[config.mk]
export PLATFORM = sky130hd
export DESIGN_NAME = istate_pc_seq
export DESIGN_NICKNAME = d
export VERILOG_FILES = /design/src/rtl/istate_pkg.sv /design/src/rtl/pcs_req_decode.sv /design/src/rtl/pcs_offset.sv /design/src/rtl/pcs_target.sv /design/src/rtl/istate_pc_seq.sv
export SDC_FILE = /design/constraint.sdc
export NUM_CORES = 1
export LEC_CHECK = 0
export BUFFER_PORTS_ARGS = -buffer_cell sky130_fd_sc_hd__buf_2
export CAP_MARGIN = 40
export CORE_AREA = 2 2 103 105
export CTS_CLUSTER_SIZE = 8
export DETAILED_ROUTE_END_ITERATION = 10
export DIE_AREA = 0 0 105 107
export PLACE_DENSITY = 0.78
export SETUP_SLACK_MARGIN = 0.2
export SYNTH_ARGS = -nofsm -noshare
export SYNTH_HDL_FRONTEND = slang
export SYNTH_SLANG_ARGS = --single-unit
export TNS_END_PERCENT = 10
[constraint.sdc]
create_clock -name clk -period 3.82 [get_ports clk]
set_clock_uncertainty 0.05 [all_clocks]
set_input_delay 0 -clock clk [delete_from_list [all_inputs] [get_ports clk]]
set_output_delay 0 -clock clk [all_outputs]
set_load 0.005 [all_outputs]
[src/rtl/istate_pkg.sv]
package istate_pkg;

    // Decoded kind of the control-flow request seen in one cycle
    typedef enum logic [2:0] {
        RK_IDLE = 3'd0,
        RK_SEQ  = 3'd1,
        RK_REL  = 3'd2,
        RK_IND  = 3'd3,
        RK_EXC  = 3'd4,
        RK_BAD  = 3'd5
    } req_kind_e;

    localparam int unsigned NUM_REQ = 4;

    // Bit positions of the strobes in the request vector
    localparam int unsigned BIT_SEQ = 0;
    localparam int unsigned BIT_REL = 1;
    localparam int unsigned BIT_IND = 2;
    localparam int unsigned BIT_EXC = 3;

endpackage

[src/rtl/pcs_req_decode.sv]
module pcs_req_decode
    import istate_pkg::*;
(
    input  logic [NUM_REQ-1:0] req,
    output req_kind_e          kind
);

    logic [$clog2(NUM_REQ+1)-1:0] n_set;

    always_comb begin
        n_set = '0;
        for (int i = 0; i < NUM_REQ; i++) begin
            n_set = n_set + {{($bits(n_set)-1){1'b0}}, req[i]};
        end
    end

    always_comb begin
        kind = RK_IDLE;
        if (n_set > 1) begin
            kind = RK_BAD;
        end else if (req[BIT_SEQ]) begin
            kind = RK_SEQ;
        end else if (req[BIT_REL]) begin
            kind = RK_REL;
        end else if (req[BIT_IND]) begin
            kind = RK_IND;
        end else if (req[BIT_EXC]) begin
            kind = RK_EXC;
        end
    end

endmodule

[src/rtl/pcs_offset.sv]
// Step and branch-offset generator; IMM_W must be below PC_W - 2.
module pcs_offset #(
    parameter int unsigned PC_W  = 32,
    parameter int unsigned IMM_W = 24
) (
    input  logic             cst,
    input  logic             use_imm,
    input  logic [IMM_W-1:0] imm,
    output logic [PC_W-1:0]  addend,
    output logic [PC_W-1:0]  step
);

    localparam int unsigned EXT_W = PC_W - IMM_W;

    logic [PC_W-1:0] imm_x;

    assign imm_x = {{EXT_W{imm[IMM_W-1]}}, imm};
    // 4 in wide state, 2 in compact state
    assign step  = {{(PC_W-3){1'b0}}, ~cst, cst, 1'b0};

    always_comb begin
        if (!use_imm) begin
            addend = step;
        end else if (cst) begin
            addend = imm_x << 1;
        end else begin
            addend = imm_x << 2;
        end
    end

endmodule

[src/rtl/pcs_target.sv]
module pcs_target #(
    parameter int unsigned PC_W = 32
) (
    input  logic [PC_W-1:0] tgt,
    input  logic [PC_W-1:0] vec,
    output logic [PC_W-1:0] ind_pc,
    output logic            ind_cst,
    output logic [PC_W-1:0] exc_pc
);

    localparam logic [PC_W-1:0] WORD_MASK = ~{{(PC_W-2){1'b0}}, 2'b11};

    // bit 0 selects the state; a wide target also drops bit 1
    assign ind_cst = tgt[0];
    assign ind_pc  = {tgt[PC_W-1:2], tgt[1] & tgt[0], 1'b0};
    assign exc_pc  = vec & WORD_MASK;

endmodule

[src/rtl/istate_pc_seq.sv]
module istate_pc_seq
    import istate_pkg::*;
#(
    parameter int unsigned PC_W  = 32,
    parameter int unsigned IMM_W = 24
) (
    input  logic             clk,
    input  logic             rst_n,
    input  logic             req_seq,
    input  logic             req_rel,
    input  logic             req_ind,
    input  logic             req_exc,
    input  logic             call_en,
    input  logic [IMM_W-1:0] rel_imm,
    input  logic [PC_W-1:0]  ind_tgt,
    input  logic [PC_W-1:0]  exc_vec,
    output logic [PC_W-1:0]  pc,
    output logic             compact,
    output logic [PC_W-1:0]  link,
    output logic             link_vld,
    output logic             err
);

    typedef struct packed {
        logic [PC_W-1:0] pc;
        logic            cst;
        logic [PC_W-1:0] link;
        logic            link_vld;
        logic            err;
    } seq_state_t;

    seq_state_t cur_q, nxt_d;

    req_kind_e       kind;
    logic [PC_W-1:0] addend;
    logic [PC_W-1:0] step;
    logic [PC_W-1:0] ind_pc;
    logic            ind_cst;
    logic [PC_W-1:0] exc_pc;
    logic [PC_W-1:0] ret_addr;

    pcs_req_decode u_dec (
        .req  ({req_exc, req_ind, req_rel, req_seq}),
        .kind (kind)
    );

    pcs_offset #(.PC_W(PC_W), .IMM_W(IMM_W)) u_off (
        .cst     (cur_q.cst),
        .use_imm (kind == RK_REL),
        .imm     (rel_imm),
        .addend  (addend),
        .step    (step)
    );

    pcs_target #(.PC_W(PC_W)) u_tgt (
        .tgt     (ind_tgt),
        .vec     (exc_vec),
        .ind_pc  (ind_pc),
        .ind_cst (ind_cst),
        .exc_pc  (exc_pc)
    );

    // return address carries the caller's state in bit 0
    assign ret_addr = (cur_q.pc + step) | {{(PC_W-1){1'b0}}, cur_q.cst};

    always_comb begin
        nxt_d          = cur_q;
        nxt_d.link_vld = 1'b0;
        nxt_d.err      = 1'b0;
        unique case (kind)
            RK_SEQ: begin
                nxt_d.pc = cur_q.pc + addend;
            end
            RK_REL: begin
                nxt_d.pc = cur_q.pc + addend;
                if (call_en) begin
                    nxt_d.link     = ret_addr;
                    nxt_d.link_vld = 1'b1;
                end
            end
            RK_IND: begin
                nxt_d.pc  = ind_pc;
                nxt_d.cst = ind_cst;
                if (call_en) begin
                    nxt_d.link     = ret_addr;
                    nxt_d.link_vld = 1'b1;
                end
            end
            RK_EXC: begin
                nxt_d.pc  = exc_pc;
                nxt_d.cst = 1'b0;
            end
            RK_BAD: begin
                nxt_d.err = 1'b1;
            end
            default: begin
            end
        endcase
    end

    always_ff @(posedge clk) begin
        if (!rst_n) begin
            cur_q <= '0;
        end else begin
            cur_q <= nxt_d;
        end
    end

    assign pc       = cur_q.pc;
    assign compact  = cur_q.cst;
    assign link     = cur_q.link;
    assign link_vld = cur_q.link_vld;
    assign err      = cur_q.err;

    logic [2:0] n_req;
    logic       lone;
    assign n_req = {2'b0, req_seq} + {2'b0, req_rel} + {2'b0, req_ind} + {2'b0, req_exc};
    assign lone  = (n_req == 3'd1);

    a_r1_seq_step: assert property (@(posedge clk) disable iff (!rst_n)
        (lone && req_seq) |=> (pc == $past(pc) + ($past(compact) ? 2 : 4)));

    a_r3_ind_state: assert property (@(posedge clk) disable iff (!rst_n)
        (lone && req_ind) |=> (compact == $past(ind_tgt[0])));

    a_r4_state_kept: assert property (@(posedge clk) disable iff (!rst_n)
        (lone && (req_seq || req_rel)) |=> (compact == $past(compact)));

    a_r5_exc_wide: assert property (@(posedge clk) disable iff (!rst_n)
        (lone && req_exc) |=> (!compact && pc[1:0] == 2'b00 &&
                               pc[PC_W-1:2] == $past(exc_vec[PC_W-1:2])));

    a_r6_link_state: assert property (@(posedge clk) disable iff (!rst_n)
        (lone && (req_rel || req_ind) && call_en) |=>
            (link_vld && link[0] == $past(compact)));

    a_r9_conflict: assert property (@(posedge clk) disable iff (!rst_n)
        (n_req > 3'd1) |=> (err && !link_vld && $stable(pc) && $stable(compact)));

    a_r10_idle_hold: assert property (@(posedge clk) disable iff (!rst_n)
        (n_req == 3'd0) |=> (!err && !link_vld && $stable(pc) && $stable(compact)));

    a_r11_aligned: assert property (@(posedge clk) disable iff (!rst_n)
        (compact ? (pc[0] == 1'b0) : (pc[1:0] == 2'b00)));

endmodule

==> flow_summary.json, run 1 <==
{
  "start_util_pct": 52.50,
  "avgSynthCellArea_um2": 7.691,
  "gp_congestion": 1.029,
  "grt_max_degree": 62,
  "grt_overflow_total": 0,
  "setup_viol_count_final": 0,
  "ys.flop_type": "dfxtp_1",
  "track_usage_pct": 32.72,
  "pwr-share-seq_pct": 37.9,
  "end_kind": "flip-flop",
  "grt_pass1_wl_um": 29370,
  "syn-num-nets": 820,
  "synth_edf_count": 0,
  "hold_path.class": "primary input to flip-flop",
  "cap_violations": 0,
  "worstMarginPinSlew_ps": 651.9,
  "yosysTopAreaCell": "dfxtp_1",
  "drive_above_1_share_pct": 25.91,
  "grt_antenna_before_repair": 0,
  "crit_chain": "buf_2 > ha_1 > ha_1 > a211o_1 > nor2_2 > nand2_2 > o22ai_1 > inv_1 > fa_1 > nor2b_1 > o211ai_1 > a21boi_0 > or3_1 > nand3_1 > a41oi_1 > dlygate4sd3_1",
  "synth_top_area_share_pct": 24.94,
  "rsz0062_at_grt": "yes",
  "outcome": "completed",
  "grt_pass1_vias": 5903,
  "fillers": 860,
  "drtIter0Drc": 662,
  "cts_buffers": 9,
  "drc_errors": 0,
  "synthCells": 689,
  "powerDensity_nw_per_um2": 319.8,
  "core_um2": 10090,
  "syn-cell-area_um2": 5299,
  "final_hold_viol_count": 0,
  "layout.nets": 1038,
  "design.die.area_um2": 11240,
  "timing.final.crit_period_ps": 3478,
  "cp-start-kind": "primary input",
  "cts_htree_levels": 3,
  "grt_util_met2_pct": 53.29,
  "relSlewSlack_pct": 56.54,
  "cp_max_fo": 4,
  "power_mw": 2.283,
  "arrival_ps": 3740,
  "synth-seq-cells": 66,
  "reg2reg_setup_slack_ps": 460,
  "fin_crit_sh_pct": 91.05,
  "finalWirelength_um": 18690,
  "p_clk_share_pct": 27.8,
  "layout_common_cells": "buf_2 (158), nor2_1 (85), dfxtp_1 (66)",
  "dp_hpwl_um": 13790,
  "hold_depth": 3,
  "ios": 162,
  "use_met1_pct": 43.72,
  "die_h_um": 107,
  "diodes": 0,
  "crit_top_cell": "ha_1",
  "crit_path_max_incr_delay_ps": 560,
  "clk_latency_ps": 360,
  "ys_types": 68,
  "worst-setup-path-type": "primary input to flip-flop",
  "layout_commonest_cell": "buf_2",
  "irDropWorstVdd_v": 0.0001775,
  "switching_share_pct": 35.04,
  "cts_tree": "done",
  "grtUsageMet3_pct": 4.681,
  "p_switching_mw": 0.8001,
  "ys_warn_count": 0,
  "drv_slew": 0,
  "r2r-end": "pc[27]",
  "viasPerCell": 6.140,
  "crit_slowest_cell": "dlygate4sd3_1",
  "worst_ep_required_time_ps": 4080,
  "fp-row-count": 37,
  "grt_busiest_layer": "met2",
  "rr_worst_depth": 13,
  "root_buffer": "clkbuf_8",
  "pwr-share-comb_pct": 34.3,
  "wl_per_cell_um": 17.85,
  "drtAntennaViolNets": 0,
  "first_pass_iters": 8,
  "whs_endpoint": "pc[1]",
  "yosys-top-cells-area": "dfxtp_1 (25%), ha_1 (8.0%), nor2_1 (6.1%), o21ai_0 (5.2%), mux2i_1 (5.1%)",
  "vias": 6429,
  "cts.sinks": 66,
  "clockBufferDepth": 2,
  "r2r-start": "compact",
  "total_leakage_power_nw": 3.198,
  "synthArstFlopShare_pct": 0,
  "power.internal_mw": 1.483,
  "maxClockFrequency_mhz": 287.5,
  "placed_cell_area_um2": 6425,
  "clk_pin_slew_worst_paths_ps": 80,
  "area_delta_synth_final_pct": 34.76,
  "final_area_um2": 7141,
  "hold_start": "ind_tgt[1]",
  "port_buffers": 158,
  "ys_seq_area_share_pct": 24.94,
  "chipWidth_um": 105
}
==> sequential cells by signal, indices dropped and copies added, names as in the netlist <==
register and flops:
link 32, pc 31, compact 1, err 1, link_vld 1
==> per-layer routing <==
metal,up-vias,part of all wire (%)
met1,2969,41
met4,0,3.6
li1,3002,-
met5,-,0
met2,380,46
met3,78,9.5
==> cell type report <==
cell class / instances / area, um2 / share of cell area (%)
clock inverters: 6 / 82.58 / 1.156
clock buffers: 9 / 123.9 / 1.735
repair buffers: 245 / 1582 / 22.15
flip-flops and latches: 66 / 1321 / 18.50
inverters: 15 / 56.30 / 0.7885
multi-input cells: 570 / 3805 / 53.29
well taps: 136 / 170.2 / 2.383
==> how the worst max path moves through the flow <==
stage | startpoint | endpoint | depth (start not counted)
detailed placement | req_seq | pc[24] | 17
finish | req_seq | pc[7] | 16
global route | req_seq | pc[23] | 17
global placement | req_seq | pc[22] | 17
floorplan | req_seq | pc[24] | 16
CTS | req_seq | pc[31] | 18
==> power groups by stage <==
stage                     Combinational [mW]  Sequential [mW]  Clock, mW
after floorplan                        0.410            0.848          0
after global placement                 0.675            0.871          0
after detailed placement               0.695            0.875          0
after CTS                              0.755            0.860      0.635
after global routing                   0.849            0.873      0.667
final                                  0.783            0.865      0.636
==> critical path, delay by kind of cell <==
kind	cells	cell delay, ps
buffers and inverters	3	780
AOI/OAI and AO/OA	5	1160
and+or+nand+nor	5	720
adders and majority gates	3	1060
==> synthesized netlist by cell type (3+ instances only) <==
master    count
a211o_1       4
a211oi_1     24
a21o_1        9
a21oi_1      51
a221oi_1     21
a222oi_1      4
a311oi_1      3
a41oi_1       5
and3_1       10
buf_2         5
clkbuf_1     30
dfxtp_1      66
ha_1         34
inv_1        15
mux2i_1      27
nand2_1      63
nand3_1      22
nand4_1       5
nor2_1       86
nor2b_1       3
nor3_1        9
nor4_1        6
o211ai_1      5
o21a_1        3
o21ai_0      55
o21ai_1       6
o21bai_1      6
o22ai_1       4
or3_1        12
or4_1         3
xnor2_1      16
xor2_1       30
==> repair_timing <==
| item | 4_1_cts | 5_1_grt |
|---|---|---|
| buffers inserted | 0 | 1 |
| hold buffers | 47 | 0 |
| resized for setup | 0 | 8 |
| endpoints found under the hold margin | 25 | 0 |
| setup endpoints to repair | 0 | 15 |
==> cells by family (layout without fill, tap and decap cells) <==
| group | after synthesis | count (layout) | share of synthesized area (%) |
|---|---|---|---|
| AOI/OAI and AO/OA | 224 | 224 | 28.48 |
| buffers and inverters | 53 | 275 | 3.943 |
| xor gates and xnor gates | 46 | 46 | 7.603 |
| muxes | 27 | 27 | 5.100 |
| other | 1 | 1 | 0.07077 |
| and+or+nand+nor | 236 | 236 | 21.09 |
| adders and majority gates | 36 | 36 | 8.784 |
| DFF | 66 | 66 | 24.94 |
==> through the flow <==
stage	hold slack (ps)	worst slack, ps	cells	util [%]	TNS (ps)
global placement	206.8	-2.827	983	63.39	-2.827
finish	14.36	341.8	1047	70.75	0
global route	35.56	174.5	1047	70.75	0
detailed placement	222.1	-40.92	984	63.66	-135.9
CTS	10.95	332.9	1046	70.37	0
floorplan	90.70	316.4	689	-	0
No activity file was read; power rests on OpenSTA's default activity.
==> run 2, diff against run 1 <==
CORE_AREA = 2 2 106 108   (was 2 2 103 105)
DIE_AREA = 0 0 108 110   (was 0 0 105 107)
PLACE_DENSITY = 0.74   (was 0.78)
==> flow_summary.json, run 2 (synthesis gave the netlist of run 1 again) <==
{
  "power.internal_mw": 1.367,
  "worstMarginPinSlew_ps": 897.1,
  "die_h_um": 110,
  "fillers": 929,
  "grt_antenna_before_repair": 0,
  "use_met1_pct": 44.23,
  "viasPerCell": 6.042,
  "setup_viol_count_final": 0,
  "grt_pass1_wl_um": 29280,
  "timing.final.crit_period_ps": 3491,
  "irDropWorstVdd_v": 0.0001818,
  "hold_depth": 3,
  "cap_violations": 0,
  "start_util_pct": 49.53,
  "largest_reg_flops": 32,
  "final_area_um2": 7136,
  "grt_util_met2_pct": 49.06,
  "whs_endpoint": "pc[19]",
  "arrival_ps": 3750,
  "relSlewSlack_pct": 39.97,
  "total_leakage_power_nw": 3.173,
  "grt_overflow_total": 0,
  "r2r-start": "compact",
  "crit_path_max_incr_delay_ps": 580,
  "drive_above_1_share_pct": 25.74,
  "r2r-end": "pc[30]",
  "crit_slowest_cell": "dlygate4sd3_1",
  "final_hold_viol_count": 0,
  "grt_max_degree": 62,
  "port_buffers": 158,
  "cts_htree_levels": 3,
  "placed_cell_area_um2": 6397,
  "fin_cells": 1050,
  "dp_hpwl_um": 14230,
  "vias": 6344,
  "p_clk_share_pct": 25.4,
  "first_pass_iters": 6,
  "rr_worst_depth": 12,
  "pwr-share-comb_pct": 36.1,
  "grt_busiest_layer": "met2",
  "maxClockFrequency_mhz": 286.5,
  "cts_buffers": 9,
  "end_kind": "flip-flop",
  "clk_latency_ps": 360,
  "layout.nets": 1035,
  "gp_congestion": 0.9347,
  "area_delta_synth_final_pct": 34.66,
  "drc_errors": 0,
  "layout_common_cells": "buf_2 (158), nor2_1 (84), dfxtp_1 (66)",
  "clk_pin_slew_worst_paths_ps": 90,
  "dp_cells": 982,
  "drtIter0Drc": 612,
  "core_um2": 10700,
  "cts_tree": "done",
  "p_switching_mw": 0.8478,
  "worst-setup-path-type": "primary input to flip-flop",
  "design.die.area_um2": 11880,
  "hold_start": "exc_vec[19]",
  "layout_commonest_cell": "buf_2",
  "switching_share_pct": 38.27,
  "drv_slew": 0,
  "chipWidth_um": 108,
  "reg2reg_setup_slack_ps": 450,
  "outcome": "completed",
  "fp-row-count": 38,
  "cts.sinks": 66,
  "ios": 162,
  "hold_path.class": "primary input to flip-flop",
  "cp_max_fo": 22,
  "cts_setup_buffers": 0,
  "track_usage_pct": 31.71,
  "cp-start-kind": "primary input",
  "grt_pass1_vias": 5859,
  "crit_chain": "buf_2 > ha_1 > ha_1 > a211o_1 > nor2_2 > nand2_2 > buf_6 > nor2_1 > ha_2 > a21oi_2 > o211ai_2 > a21o_1 > a21oi_2 > xnor2_2 > nand2_1 > a41oi_1 > dlygate4sd3_1",
  "clockBufferDepth": 2,
  "worst_ep_required_time_ps": 4080,
  "powerDensity_nw_per_um2": 310.5,
  "grtUsageMet3_pct": 3.821,
  "root_buffer": "clkbuf_8",
  "pwr-share-seq_pct": 38.5,
  "wl_per_cell_um": 18.22,
  "startpoint": "req_seq",
  "rsz0062_at_grt": "yes",
  "fin_crit_sh_pct": 91.38,
  "finalWirelength_um": 19130,
  "drtAntennaViolNets": 0
}
## run 2: cell count changes in the layout (fill, tap and decap cells not counted), moves of 2 or more
cell and change:
dlygate4sd3_1 +4, clkinvlp_4 +2, inv_6 +2, o21ai_1 -2, clkinv_2 -2, bufinv_16 -2
buf_4 -9
## run 2: area by class of cell
cell class | count | area (um2) | share of cell area [%]
antenna | 1 | 2.502 | 0.03507
clock buffer | 9 | 123.9 | 1.736
clock inverter | 7 | 53.80 | 0.7540
inverter | 15 | 56.30 | 0.7891
multi-input combinational | 570 | 3817 | 53.50
sequential | 66 | 1321 | 18.52
tap | 140 | 175.2 | 2.455
timing repair buffer | 242 | 1585 | 22.22
## run 2: worst max-delay path by stage
stage,endpoint,slack [ps]
final,pc[8],330
after detailed placement,pc[11],-70
after global routing,pc[23],180
after floorplan,pc[24],320
after CTS,pc[8],280
after global placement,pc[11],-90
## run 2: power by group through the flow
stage	Clock, mW	Combinational [mW]	Sequential, mW
after floorplan	0	0.410	0.848
after global placement	0	0.689	0.861
after detailed placement	0	0.708	0.864
after CTS	0.566	0.774	0.848
after global routing	0.599	0.872	0.859
final	0.562	0.800	0.853
## run 2: timing repair
item | in CTS | in global routing
resized for setup | 0 | 12
endpoints found under the hold margin | 32 | 0
endpoints found under the setup margin | 0 | 12
hold buffers | 51 | 0
## run 2: per-stage QoR
stage	power, mW	TNS, ps	setup slack, ps	util (%)	hold WS [ps]
CTS	2.188	0	279.9	66.23	1.585
global placement	1.551	-86.19	-86.19	59.54	213.8
detailed placement	1.572	-143.0	-73.21	59.80	214.5
finish	2.215	0	329.4	66.70	18.04
floorplan	1.258	0	316.4	-	90.70
global route	2.330	0	176.6	66.68	25.94
## run 2: critical path: cells and delay by family
family / cells / cell delay (ps)
compound gates: 6 / 1320
simple gates: 4 / 470
fa+ha+maj: 3 / 920
xor+xnor: 1 / 160
buf+inv: 3 / 880
## run 2: routing by layer
| layer | part of all wire [%] | wire, um |
|---|---|---|
| met5 | 0 | 0 |
| met3 | 7.9 | 1511 |
| met4 | 3.2 | 619 |
| met2 | 44 | 8353 |
| met1 | 45 | 8649 |
==> run 3, diff against run 2 <==
ABC_AREA = 1   (was not set)
CORE_AREA = 2 2 116 118   (was 2 2 106 108)
DIE_AREA = 0 0 118 120   (was 0 0 108 110)
PLACE_DENSITY = 0.71   (was 0.74)
==> flow_summary.json, run 3 <==
{
  "reg2reg_setup_slack_ps": 970,
  "chipWidth_um": 118,
  "hold_path.class": "primary input to flip-flop",
  "start_util_pct": 48.34,
  "synth_edf_count": 0,
  "cts_resized": 0,
  "wl_per_cell_um": 15.06,
  "cts_tree": "done",
  "synth-seq-cells": 66,
  "arrival_ps": 3160,
  "outcome": "complete, but fails checks",
  "drive_above_1_share_pct": 16.94,
  "fillers": 1258,
  "crit_end": "pc[2]",
  "drc_errors": 0,
  "syn-num-nets": 1203,
  "port_buffers": 158,
  "drtAntennaViolNets": 0,
  "holdWs_ps": -6.514,
  "yosysTopAreaCell": "dfxtp_1",
  "end_kind": "flip-flop",
  "finalWirelength_um": 21860,
  "design.die.area_um2": 14160,
  "drtIter0Drc": 627,
  "grt_util_met2_pct": 50.44,
  "layout_commonest_cell": "nand2_1",
  "cts_setup_buffers": 0,
  "startpoint": "req_seq",
  "seqCellArea_um2": 1321,
  "p_switching_mw": 0.8325,
  "root_buffer": "clkbuf_16",
  "die_h_um": 120,
  "cts_buffers": 9,
  "dp_hpwl_um": 16840,
  "layout_common_cells": "nand2_1 (344), inv_1 (163), buf_2 (158)",
  "ys.flop_type": "dfxtp_1",
  "synth_top_area_share_pct": 21.06,
  "clk_pin_slew_worst_paths_ps": 60,
  "ios": 162,
  "timing.final.crit_period_ps": 2939,
  "area_delta_synth_final_pct": 28.33,
  "diodes": 0,
  "fin_cells": 1451,
  "drv_slew": 0,
  "yosys-top-cells-area": "dfxtp_1 (21%), nand2_1 (21%), inv_1 (9.8%), ha_1 (6.8%), nor2_1 (5.6%)",
  "avgSynthCellArea_um2": 5.853,
  "synth_commonest_cells": "nand2_1 (344), inv_1 (163), nor2_1 (94)",
  "r2r-end": "pc[14]",
  "layout.nets": 1401,
  "p_clk_share_pct": 36.4,
  "ys_seq_area_share_pct": 21.06,
  "violations": "negative hold slack",
  "crit_chain": "buf_2 > ha_1 > ha_1 > nand2_1 > nand3_2 > nor2_1 > inv_1 > buf_4 > o21ai_0 > inv_1 > ha_1 > inv_1 > fa_1 > o211ai_1 > dlygate4sd3_1 > nor2_1 > nor2_1",
  "grt_pass1_vias": 7056,
  "vias": 7595,
  "cp_max_fo": 24,
  "largest_reg_flops": 32,
  "worst_ep_required_time_ps": 4040,
  "cp-start-kind": "primary input",
  "worst-setup-path-type": "primary input to flip-flop",
  "grt_pass1_wl_um": 34780,
  "final_hold_viol_count": 2,
  "synthArstFlopShare_pct": 0,
  "fin_crit_sh_pct": 76.93,
  "irDropWorstVdd_v": 0.0002338,
  "grtUsageMet3_pct": 3.897,
  "cts.sinks": 66,
  "tns_ps": 0,
  "crit_slowest_cell": "dlygate4sd3_1",
  "rr_worst_depth": 14,
  "total_leakage_power_nw": 4.246,
  "grt_overflow_total": 0,
  "ys_warn_count": 0,
  "powerDensity_nw_per_um2": 308.6,
  "relSlewSlack_pct": 44.10,
  "power.internal_mw": 1.653,
  "use_met1_pct": 40.74,
  "ys_types": 47,
  "dp_cells": 1379,
  "grt_max_degree": 51,
  "multi_input_area_um2": 4124,
  "maxClockFrequency_mhz": 340.3,
  "synth_most_common_cell": "nand2_1",
  "grt_busiest_layer": "met2",
  "crit_path_max_incr_delay_ps": 570,
  "core_um2": 12980,
  "track_usage_pct": 30.71,
  "fp-row-count": 42,
  "cts_htree_levels": 3,
  "first_pass_iters": 5,
  "pwr-share-seq_pct": 35.2,
  "setup_viol_count_final": 0,
  "gp_congestion": 0.9399,
  "pwr-share-comb_pct": 28.4,
  "viasPerCell": 5.234,
  "rsz0062_at_grt": "no",
  "switching_share_pct": 33.50,
  "r2r-start": "compact",
  "cap_violations": 0,
  "syn-cell-area_um2": 6275,
  "synthCells": 1072,
  "clk_latency_ps": 340,
  "grt_antenna_before_repair": 0,
  "worstMarginPinSlew_ps": 838.4,
  "clockBufferDepth": 2
}
[run 3: cell count changes after synthesis, sizes merged, moves of 12 or more]
| cell | before | now |
|---|---|---|
| or2 | 2 | 19 |
| clkbuf | 30 | 16 |
| inv | 15 | 171 |
| a211oi | 24 | 12 |
| or3 | 12 | 0 |
| nand3 | 23 | 65 |
| xor2 | 30 | 8 |
| nor2 | 86 | 101 |
| xnor2 | 16 | 2 |
| nand2 | 63 | 347 |
| mux2i | 27 | 0 |
[run 3: worst min-delay path by stage]
stage,cells after the start,from,end
2_1_floorplan,2,ind_tgt[0],compact
3_3_place_gp,3,ind_tgt[0],compact
3_5_place_dp,3,ind_tgt[0],compact
4_1_cts,3,ind_tgt[8],pc[8]
5_1_grt,3,ind_tgt[8],pc[8]
6_report,3,exc_vec[28],pc[28]
[run 3: stage by stage]
step | util, % | power, mW | worst slack, ps | area [um2] | hold slack (ps)
6_report | 62.04 | 2.485 | 881.1 | 8053 | -6.514
5_1_grt | 62.04 | 2.611 | 560.8 | 8053 | 1.614
4_1_cts | 62.04 | 2.472 | 945.4 | 8053 | 0.09598
3_5_place_dp | 55.19 | 1.507 | 621.2 | 7163 | 240.3
3_3_place_gp | 55.03 | 1.494 | 686.3 | 7143 | 238.1
2_1_floorplan | - | 1.239 | 1172 | 6275 | 98.25
[run 3: cell families (layout without fill, tap and decap cells)]
family / count (synthesis) / after routing / synth area share [%]
simple gates: 561 / 561 / 37.95
buf+inv: 205 / 408 / 13.26
compound gates: 193 / 193 / 18.86
flops: 66 / 66 / 21.06
fa+ha+maj: 36 / 36 / 7.418
xor+xnor: 10 / 10 / 1.396
other cells: 1 / 1 / 0.05976
[run 3: critical path, delay by kind of cell]
kind / cells / cell delay [ps]
simple gates: 5 / 550
fa+ha+maj: 4 / 1160
buf+inv: 6 / 1110
compound gates: 2 / 340
[run 3: power by group through the flow]
stage	Combinational, mW	Clock (mW)	Sequential (mW)
6_report	0.707	0.905	0.874
3_5_place_dp	0.625	0	0.882
4_1_cts	0.694	0.911	0.867
5_1_grt	0.788	0.944	0.880
2_1_floorplan	0.401	0	0.839
3_3_place_gp	0.612	0	0.882
[run 3: layout make-up]
| type | count | share of cell area, % |
|---|---|---|
| repair buffers | 221 | 17.59 |
| well taps | 176 | 2.735 |
| multi-input cells | 801 | 51.21 |
| clock inverters | 6 | 1.119 |
| clock buffers | 10 | 2.968 |
| inverters | 171 | 7.971 |
| flip-flops and latches | 66 | 16.41 |
[run 3: timing repair]
| action | 4_1_cts | 5_1_grt |
|---|---|---|
| hold buffers | 56 | 0 |
| setup endpoints to repair | 0 | 0 |
| endpoints found under the hold margin | 30 | 0 |
[run 3: layer usage]
layer / up-vias / share of wire, %
li1: 3878 / -
met1: 3365 / 45
met2: 301 / 45
met3: 51 / 6.0
met4: 0 / 3.5
met5: - / 0
